===== config.mk =====
export PLATFORM = sky130hd
export DESIGN_NAME = cgrp_tracker
export DESIGN_NICKNAME = d
export VERILOG_FILES = /design/src/rtl/cgrp_pkg.sv /design/src/rtl/cgrp_decode.sv /design/src/rtl/cgrp_ctrl.sv /design/src/rtl/cgrp_state.sv /design/src/rtl/cgrp_tracker.sv
export SDC_FILE = /design/constraint.sdc
export NUM_CORES = 1
export LEC_CHECK = 0
export BUFFER_PORTS_ARGS = -buffer_cell sky130_fd_sc_hd__buf_2
export CORE_UTILIZATION = 55
export CTS_BUF_LIST = sky130_fd_sc_hd__clkbuf_2 sky130_fd_sc_hd__clkbuf_4 sky130_fd_sc_hd__clkbuf_8
export DETAILED_ROUTE_END_ITERATION = 6
export GPL_TIMING_DRIVEN = 0
export HOLD_SLACK_MARGIN = 0.02
export PLACE_DENSITY = 0.82
export SYNTH_ARGS = -nofsm -noshare
export SYNTH_HDL_FRONTEND = slang
export SYNTH_SLANG_ARGS = --single-unit

===== constraint.sdc =====
create_clock -name clk -period 1.25 [get_ports clk]
set_input_delay 0.0625 -clock clk [delete_from_list [all_inputs] [get_ports clk]]
set_output_delay 0.0625 -clock clk [all_outputs]
set_load 0.05 [all_outputs]

===== src/rtl/cgrp_pkg.sv =====
package cgrp_pkg;

  // Action chosen for the tracker in one cycle
  typedef enum logic [1:0] {
    ACT_HOLD = 2'd0,  // nothing, or a rejected load
    ACT_LOAD = 2'd1,  // take a legal field
    ACT_STEP = 2'd2,  // advance inside an open group
    ACT_IDLE = 2'd3   // advance with no open group: ignored
  } cgrp_act_e;

endpackage


===== src/rtl/cgrp_decode.sv =====
module cgrp_decode #(
  parameter int COND_W = 4,
  parameter int MASK_W = 4,
  parameter int CNT_W  = $clog2(MASK_W + 1)
) (
  input  logic [COND_W+MASK_W-1:0] field_i,
  output logic [CNT_W-1:0]         len_o,
  output logic                     bad_o
);

  localparam logic [COND_W-1:0] COND_NEVER  = {COND_W{1'b1}};
  localparam logic [COND_W-1:0] COND_ALWAYS = {COND_W{1'b1}} - 1'b1;
  localparam logic [MASK_W-1:0] MASK_SINGLE = {1'b1, {(MASK_W-1){1'b0}}};
  localparam logic [CNT_W-1:0]  MAX_LEN     = CNT_W'(MASK_W);

  logic [COND_W-1:0] cond;
  logic [MASK_W-1:0] mask;
  logic [CNT_W-1:0]  low_idx;
  logic              found;

  assign cond = field_i[COND_W+MASK_W-1:MASK_W];
  assign mask = field_i[MASK_W-1:0];

  // Locate the lowest set mask bit, i.e. count trailing zeros
  always_comb begin
    found   = 1'b0;
    low_idx = '0;
    for (int i = 0; i < MASK_W; i++) begin
      if (!found && mask[i]) begin
        found   = 1'b1;
        low_idx = CNT_W'(i);
      end
    end
  end

  always_comb begin
    len_o = found ? (MAX_LEN - low_idx) : '0;
    bad_o = !found
          || (cond == COND_NEVER)
          || ((cond == COND_ALWAYS) && (mask != MASK_SINGLE));
  end


  always_comb begin
    if ((cond == COND_ALWAYS) && !bad_o) begin
      always_single_chk: assert (len_o == CNT_W'(1));
    end
  end

endmodule


===== src/rtl/cgrp_ctrl.sv =====
module cgrp_ctrl
  import cgrp_pkg::*;
(
  input  logic      load_i,
  input  logic      adv_i,
  input  logic      bad_i,
  input  logic      cnt_zero_i,
  output cgrp_act_e act_o,
  output logic      err_nxt_o,
  output logic      mis_nxt_o
);

  // The load has priority; an advance in the same cycle is dropped
  always_comb begin
    act_o = ACT_HOLD;
    if (load_i) begin
      act_o = bad_i ? ACT_HOLD : ACT_LOAD;
    end else if (adv_i) begin
      act_o = cnt_zero_i ? ACT_IDLE : ACT_STEP;
    end
  end

  always_comb begin
    err_nxt_o = load_i && bad_i;
    mis_nxt_o = (act_o == ACT_IDLE);
  end

endmodule


===== src/rtl/cgrp_state.sv =====
module cgrp_state
  import cgrp_pkg::*;
#(
  parameter int COND_W = 4,
  parameter int MASK_W = 4,
  parameter int CNT_W  = $clog2(MASK_W + 1)
) (
  input  logic                     clk,
  input  logic                     rst_n,
  input  cgrp_act_e                act_i,
  input  logic [COND_W+MASK_W-1:0] field_i,
  input  logic [CNT_W-1:0]         len_i,
  input  logic                     err_nxt_i,
  input  logic                     mis_nxt_i,
  output logic [COND_W+MASK_W-1:0] st_o,
  output logic [CNT_W-1:0]         cnt_o,
  output logic                     err_o,
  output logic                     mis_o
);

  localparam int ST_W = COND_W + MASK_W;

  logic [ST_W-1:0]  st_q,  st_d;
  logic [CNT_W-1:0] cnt_q, cnt_d;
  logic             err_q, mis_q;
  logic             st_en;

  assign st_en = (act_i == ACT_LOAD) || (act_i == ACT_STEP);

  // Next-state
  always_comb begin
    st_d  = st_q;
    cnt_d = cnt_q;
    case (act_i)
      ACT_LOAD: begin
        st_d  = field_i;
        cnt_d = len_i;
      end
      ACT_STEP: begin
        cnt_d = cnt_q - 1'b1;
        if (cnt_q == CNT_W'(1)) begin
          st_d = '0;
        end else begin
          st_d = {st_q[ST_W-1:MASK_W+1], st_q[MASK_W-1:0], 1'b0};
        end
      end
      default: begin
        st_d  = st_q;
        cnt_d = cnt_q;
      end
    endcase
  end

  // State registers with explicit enable
  always_ff @(posedge clk or negedge rst_n) begin
    if (!rst_n) begin
      st_q  <= '0;
      cnt_q <= '0;
    end else if (st_en) begin
      st_q  <= st_d;
      cnt_q <= cnt_d;
    end
  end

  // Pulse registers
  always_ff @(posedge clk or negedge rst_n) begin
    if (!rst_n) begin
      err_q <= 1'b0;
      mis_q <= 1'b0;
    end else begin
      err_q <= err_nxt_i;
      mis_q <= mis_nxt_i;
    end
  end

  assign st_o  = st_q;
  assign cnt_o = cnt_q;
  assign err_o = err_q;
  assign mis_o = mis_q;


  cnt_max_chk: assert property (@(posedge clk) disable iff (!rst_n)
    cnt_q <= CNT_W'(MASK_W));


  last_clear_chk: assert property (@(posedge clk) disable iff (!rst_n)
    (act_i == ACT_STEP && cnt_q == CNT_W'(1)) |=> (st_q == '0 && cnt_q == '0));


  shift_keep_chk: assert property (@(posedge clk) disable iff (!rst_n)
    (act_i == ACT_STEP && cnt_q > CNT_W'(1))
      |=> (st_q[ST_W-1:MASK_W+1] == $past(st_q[ST_W-1:MASK_W+1]) && !st_q[0]));


  err_pulse_chk: assert property (@(posedge clk) disable iff (!rst_n)
    (err_q && !err_nxt_i) |=> !err_q);

endmodule


===== src/rtl/cgrp_tracker.sv =====
module cgrp_tracker
  import cgrp_pkg::*;
#(
  parameter int COND_W = 4,
  parameter int MASK_W = 4,
  localparam int FLD_W = COND_W + MASK_W,
  localparam int CNT_W = $clog2(MASK_W + 1)
) (
  input  logic              clk,
  input  logic              rst_n,
  input  logic              load_i,
  input  logic [FLD_W-1:0]  field_i,
  input  logic              adv_i,
  output logic              in_grp_o,
  output logic [COND_W-1:0] cond_o,
  output logic [CNT_W-1:0]  remain_o,
  output logic              enc_err_o,
  output logic              misuse_o
);

  // Reset: asserted asynchronously, released on the clock
  logic [1:0] rst_sync_q;
  logic       rst_sync_n;

  always_ff @(posedge clk or negedge rst_n) begin
    if (!rst_n) begin
      rst_sync_q <= 2'b00;
    end else begin
      rst_sync_q <= {rst_sync_q[0], 1'b1};
    end
  end

  assign rst_sync_n = rst_sync_q[1];

  logic [CNT_W-1:0] len;
  logic             bad;
  cgrp_act_e        act;
  logic             err_nxt, mis_nxt;
  logic [FLD_W-1:0] st;
  logic [CNT_W-1:0] cnt;
  logic             err_q, mis_q;

  cgrp_decode #(.COND_W(COND_W), .MASK_W(MASK_W), .CNT_W(CNT_W)) u_decode (
    .field_i (field_i),
    .len_o   (len),
    .bad_o   (bad)
  );

  cgrp_ctrl u_ctrl (
    .load_i     (load_i),
    .adv_i      (adv_i),
    .bad_i      (bad),
    .cnt_zero_i (cnt == '0),
    .act_o      (act),
    .err_nxt_o  (err_nxt),
    .mis_nxt_o  (mis_nxt)
  );

  cgrp_state #(.COND_W(COND_W), .MASK_W(MASK_W), .CNT_W(CNT_W)) u_state (
    .clk       (clk),
    .rst_n     (rst_sync_n),
    .act_i     (act),
    .field_i   (field_i),
    .len_i     (len),
    .err_nxt_i (err_nxt),
    .mis_nxt_i (mis_nxt),
    .st_o      (st),
    .cnt_o     (cnt),
    .err_o     (err_q),
    .mis_o     (mis_q)
  );

  assign in_grp_o  = (cnt != '0);
  assign cond_o    = st[FLD_W-1:MASK_W];
  assign remain_o  = cnt;
  assign enc_err_o = err_q;
  assign misuse_o  = mis_q;


  load_len_chk: assert property (@(posedge clk) disable iff (!rst_sync_n)
    (load_i && !bad) |=> (remain_o == $past(len) && cond_o == $past(field_i[FLD_W-1:MASK_W])));


  reject_hold_chk: assert property (@(posedge clk) disable iff (!rst_sync_n)
    (load_i && bad) |=> ($stable(st) && $stable(cnt) && enc_err_o));


  idle_adv_chk: assert property (@(posedge clk) disable iff (!rst_sync_n)
    (adv_i && !load_i && remain_o == '0) |=> (misuse_o && remain_o == '0));


  load_wins_chk: assert property (@(posedge clk) disable iff (!rst_sync_n)
    (load_i && adv_i) |=> !misuse_o);


  flag_excl_chk: assert property (@(posedge clk) disable iff (!rst_sync_n)
    !(enc_err_o && misuse_o));

endmodule


### After elaboration in Yosys (flattened, before gate mapping)

Cells that the tools add are included.

| operators by class | value |
|---|---|
| reductions and logical operators | 17 |
| muxes and demuxes | 15 |
| eq/ne operators | 8 |
| $add $sub $neg | 2 |

Operators with widths:

| operator | count |
|---|---|
| $pmux 8 s2 | 1 |
| $eq 4x4->1 const B | 2 |
| $mux 2 | 4 |
| $mux 8 | 1 |
| $mux 1 | 7 |
| $pmux 3 s2 | 1 |
| $logic_and 1x1->1 | 5 |
| $eq 2x2->1 const B | 2 |
| $logic_not 1->1 | 4 |
| $ne 4x4->1 const B | 1 |
| $eq 3x1->1 const B | 1 |
| $logic_not 3->1 | 1 |
| $logic_or 1x1->1 | 3 |
| $mux 3 | 1 |
| $reduce_and 3->1 | 1 |
| $reduce_bool 3->1 | 1 |
| $sub 3x1->3 const B | 1 |
| $sub 3x2->3 const A | 1 |
| $eq 2x1->1 const B | 1 |
| $ne 2x2->1 const B | 1 |
| $reduce_and 2->1 | 1 |
| $reduce_bool 2->1 | 1 |

| word-level totals | value |
|---|---|
| output and inout bits | 10 |
| input bits | 12 |
| flip-flop bits (word level) | 15 |
| word-level logic and storage cells | 48 |

### Depth between registers and ports, before layout

| logic depth | value |
|---|---|
| depth after elaboration | 18 |
| mapped depth | 9 |
| mapped depth without buffers | 8 |

### By module

A second synthesis with hierarchy kept.

| unflattened totals | value |
|---|---|
| cells, all modules | 86 |
| area, all modules | 840.8 µm² |

Modules (own cells, without submodules):

| module | cells each | times used | seq. area each (µm²) | area an instance (µm²) |
|---|---|---|---|---|
| cgrp_state | 65 | 1 | 325.3 | 664.4 |
| cgrp_decode | 11 | 1 | 0.0 | 81.3 |
| cgrp_tracker | 5 | 1 | 50.0 | 65.1 |
| cgrp_ctrl | 5 | 1 | 0.0 | 30.0 |

### Worst setup path before layout

OpenSTA, ideal clock, no wires.

| timing path | value |
|---|---|
| path kind | reg2reg |
| start | register u_state.cnt_q[0], in the netlist u_state.cnt_o[0] |
| end | register u_state.cnt_q[2], in the netlist u_state.cnt_o[2] |
| slack | -1084 ps |
| clock period less this slack | 2334 ps |
| stages on the path, launching flop included | 9 |
| arrival time | 2210 ps |
| cell sequence | dfrtp_1 > inv_1 > ha_1 > nor2b_1 > a22oi_1 > ha_1 > clkbuf_1 > clkbuf_1 > a211o_1 |

| on the way | value |
|---|---|
| longest elaborated chain between the ends | 7 |
| elaborated cells between the ends (all ways) | 11 |
| those cells by class | 1 x add/sub; 2 x eq/ne; 4 x mux; 4 x reduce/logical |

RTL lines:

| item | line | RTL |
|---|---|---|
| start, declared | cgrp_state.sv:24 | `logic [CNT_W-1:0] cnt_q, cnt_d;` |
| start signal, assigned | cgrp_state.sv:61 | `cnt_q <= cnt_d;` |
| $logic_not 3->1 | cgrp_tracker.sv:53 | `.cnt_zero_i (cnt == '0),` |
| $mux 1 | cgrp_ctrl.sv:19 | `act_o = cnt_zero_i ? ACT_IDLE : ACT_STEP;` |
| $mux 2 | cgrp_ctrl.sv:18 | `end else if (adv_i) begin` |
| $mux 2 | cgrp_ctrl.sv:16 | `if (load_i) begin` |
| $eq 2x2->1 / $eq 2x1->1 (equally long branches) | cgrp_state.sv:28, cgrp_state.sv:34 |  |
| $reduce_bool 2->1 (no line) / $logic_or 1x1->1 (equally long branches) | n/a |  |
| $reduce_and 2->1 (no line) | n/a |  |

Several ways; a longest one is shown, not always the timed one.
A chain may end at the register's enable or synchronous reset.

### Worst setup path in the final report

| timing path | value |
|---|---|
| start | register u_state.cnt_q[1], in the netlist u_state.cnt_o[1] |
| end | register u_state.st_q[4], in the netlist u_state.st_o[4] |

| on the way | value |
|---|---|
| longest elaborated chain between the ends | 7 |
| elaborated cells between the ends (all ways) | 12 |
| those cells by class | 3 x eq/ne; 5 x mux; 4 x reduce/logical |

RTL lines:

| item | line | RTL |
|---|---|---|
| $logic_not 3->1 | cgrp_tracker.sv:53 |  |
| $mux 1 | cgrp_ctrl.sv:19 |  |
| $mux 2 | cgrp_ctrl.sv:18 |  |
| $mux 2 | cgrp_ctrl.sv:16 |  |
| $eq 2x2->1 / $eq 2x1->1 (equally long branches) | cgrp_state.sv:28, cgrp_state.sv:34 |  |
| $reduce_bool 2->1 (no line) / $logic_or 1x1->1 (equally long branches) | n/a |  |
| $reduce_and 2->1 (no line) | n/a |  |
| end signal, assigned | cgrp_state.sv:60 | `st_q <= st_d;` |
| end, declared | cgrp_state.sv:23 | `logic [ST_W-1:0] st_q, st_d;` |

Several ways; a longest one is shown, not always the timed one. The select of a mux whose other input is x is not followed.

==> impl_metrics.env <==
export IMPL_status="complete, but fails checks"
export IMPL_violations="negative setup slack"
export IMPL_synthTopCellsByCount="dfrtp_1, a21oi_1, ha_1, nor2b_1, inv_1"
export IMPL_synth_seq_cells=15
export IMPL_fmax_ghz=0.5673
export IMPL_rsz0062_at_grt="yes"
export IMPL_drt_iter0_markers=50
export IMPL_via_per_inst=6.511
export IMPL_synth_xor_area_frac=0
export IMPL_num_rows=13
export IMPL_clockBufferDepth=2
export IMPL_maxSlewViolCount=0
export IMPL_globalplace_congestion=0.7930
export IMPL_hold_viol_final=0
export IMPL_cts_inserted_buffers=3
export IMPL_final_util=0.9348
export IMPL_synth_compound_area_frac=0.1773
export IMPL_post_route_drc_count=0
export IMPL_critPathKind="flop to flop"
export IMPL_synth_adder_area_share=0.1017
export IMPL_grt_max_degree=14
export IMPL_period_share=1.410
export IMPL_max_cap_viol_count=0
export IMPL_cp_max_fo=9
export IMPL_synth_warnings=0
export IMPL_yosys_cell_types_count=30
export IMPL_clock_skew_ps=1.656
export IMPL_avgRoutedWirePerCell_um=20.50
export IMPL_syn_area_um2=860.8
export IMPL_clk_latency_ps=280
export IMPL_p_comb_frac=0.556
export IMPL_fill_cells=39
export IMPL_period_needed_ps=1763
export IMPL_end_kind="flop"
export IMPL_critical_path_required_ps=1430
export IMPL_hold_class="input pin to flop"
export IMPL_start_kind="flop"
export IMPL_io_pin_count=22
export IMPL_seqPwrFrac=0.310
export IMPL_antenna_left=0
export IMPL_yosys_top_cells_area="dfrtp_1, ha_1, a21oi_1"
export IMPL_floorplan_initialDensity=0.6226
export IMPL_routed_via_count=892
export IMPL_slew_headroom=0.6392
export IMPL_drt_total_wl_um=2809
export IMPL_p_leak_uw=0.0005950
export IMPL_area_growth_syn_to_layout_pct=50.15
export IMPL_cts_sinks=15
export IMPL_power_switching_uw=988.1
export IMPL_nNetsFinal=142
export IMPL_syn_nets=104
export IMPL_seq_area_frac_synth=0.4360
export IMPL_grt_ovfl_total=0
export IMPL_core_mm2=0.001383
export IMPL_power_density_mw_per_mm2=1760
export IMPL_syn_inst=85
export IMPL_drive_gt1_frac=0.5574
export IMPL_setup_ws_ps=-512.6
export IMPL_synth_top_area_share=0.4360
export IMPL_h_tree_depth=1
export IMPL_muxShareOfSynthArea=0.04797
export IMPL_die_w_um=41.56
export IMPL_peakVddDrop_mv=1.703
export IMPL_arrival_ps=1940
export IMPL_path_clk_slew_ps=90
export IMPL_grt_antenna_before_repair=0
export IMPL_netSwitchingFraction=0.4343
export IMPL_dpl_hpwl_um=1325
export IMPL_async_flop_share=1.000
export IMPL_port_buffers=21
export IMPL_cts_tree="done"
export IMPL_whs_ps=66.15
export IMPL_antenna_cells=0
export IMPL_postSynthAreaPerCell_um2=10.13
export IMPL_drt_pass1_iter_count=5
export IMPL_first_global_vias=847
export IMPL_grt_usage=0.3113
export IMPL_dieArea_mm2=0.001727
export IMPL_die_y_um=41.56
export IMPL_pwr_share_clk=0.134
export IMPL_grt_pass1_wl_um=4002
export IMPL_clockRootBuffer="clkbuf_4"
export IMPL_setup_viol=14
export IMPL_tightest_slew_ps=540.1
export IMPL_yosys_area_top_type="dfrtp_1"
export IMPL_synth_simple_gate_area_frac=0.1628
export IMPL_synth_most_common_cell="dfrtp_1"
export IMPL_internal_power_uw=1287
export IMPL_synth_ff_type="dfrtp_1"
export IMPL_synth_top_family_by_area="compound AO/OA/AOI/OAI gates"
export IMPL_synth_edf_count=0
final timing paths:
kind                                         startpoint                      endpoint  slack [ps]  depth (start not counted)
setup / recovery           u_state.cnt_o[1]$_DFFE_PN0P_   u_state.st_o[4]$_DFFE_PN0P_        -510                          8
hold / removal                                   load_i       u_state.err_o$_DFF_PN0_          70                          2
setup reg to reg           u_state.cnt_o[1]$_DFFE_PN0P_   u_state.st_o[4]$_DFFE_PN0P_        -510                          8
hold reg to reg                 rst_sync_q[1]$_DFF_PN0_   u_state.st_o[2]$_DFFE_PN0P_         230                          0
max in group asynchronous       rst_sync_q[1]$_DFF_PN0_  u_state.cnt_o[0]$_DFFE_PN0P_         640                          0
min in group asynchronous                         rst_n       rst_sync_q[1]$_DFF_PN0_          90                          2
repair_timing:
item,CTS,global route
endpoints found under the hold margin,2,0
setup endpoints to repair,13,13
pin swaps,4,6
resized for setup,22,10
gates cloned,2,0
buffers inserted,7,3
hold buffers,1,0
state kept, by name (all words and copies together), names as in the netlist:
name / count
u_state.st_o: 8
rst_sync_q: 2
u_state.mis_o: 1
u_state.cnt_o: 3
u_state.err_o: 1
area by class of cell:
type / count / area [um2] / area share
multi-input combinational: 58 / 540.5 / 0.4182
sequential: 15 / 377.9 / 0.2924
timing repair buffer: 34 / 236.5 / 0.1830
inverter: 5 / 18.77 / 0.01452
clock buffer: 4 / 30.03 / 0.02323
tap: 15 / 18.77 / 0.01452
buffer: 6 / 70.07 / 0.05421
metal layers:
layer	routed length [um]	vias up	global-route usage
met5	0	-	0
met2	1276	84	0.5031
met4	204	0	0.1548
met1	1070	409	0.3870
li1	-	368	-
met3	258	31	0.07391
kinds of logic (layout without fill, tap and decap cells):
group	count (synthesis)	after routing
AOI/OAI and AO/OA	22	22
adders and majority gates	7	7
buffers and inverters	12	49
DFF	15	15
muxes	4	4
other	1	1
and+or+nand+nor	24	24
placed cells by master (no fill, tap or decap), types with 2 or more instances in the layout:
cell and instances:
buf_6 4, ha_1 4, nand2_1 4, o2bb2ai_1 2, buf_4 11, mux2i_1 3, ha_4 3, clkbuf_4 4
buf_8 2, inv_2 3, a21oi_1 4, dfrtp_2 2, nand3_1 4, a21oi_2 5, dfrtp_1 13, nor2b_1 6
buf_2 20, inv_1 2
metrics by stage:
stage          total power (uW)  cell area [um2]  instances  TNS, ps  setup WS (ps)
2_1_floorplan              1381            894.6         85    -7245         -720.1
3_3_place_gp               1545             1018        121    -8744         -837.4
3_5_place_dp               1575             1018        121    -8951         -850.0
4_1_cts                    2111             1234        134    -4942         -484.9
5_1_grt                    2367             1292        137    -6381         -567.0
6_report                   2275             1292        137    -5783         -512.6
critical path: stages (launching register included):
cell,delay (ps)
dfrtp_2,410
inv_2,90
ha_4,130
nor2b_4,150
a22oi_2,100
ha_4,380
clkbuf_8,180
nor2b_1,150
a21oi_1,60
power groups by stage:
stage               Sequential, uW  Clock (uW)  Combinational [uW]
floorplan                      818           0                 563
global placement               705           0                 840
detailed placement             714           0                 861
CTS                            697         308                1110
global route                   718         339                1310
finish                         706         304                1270
Power figures use the tool's default switching activity.
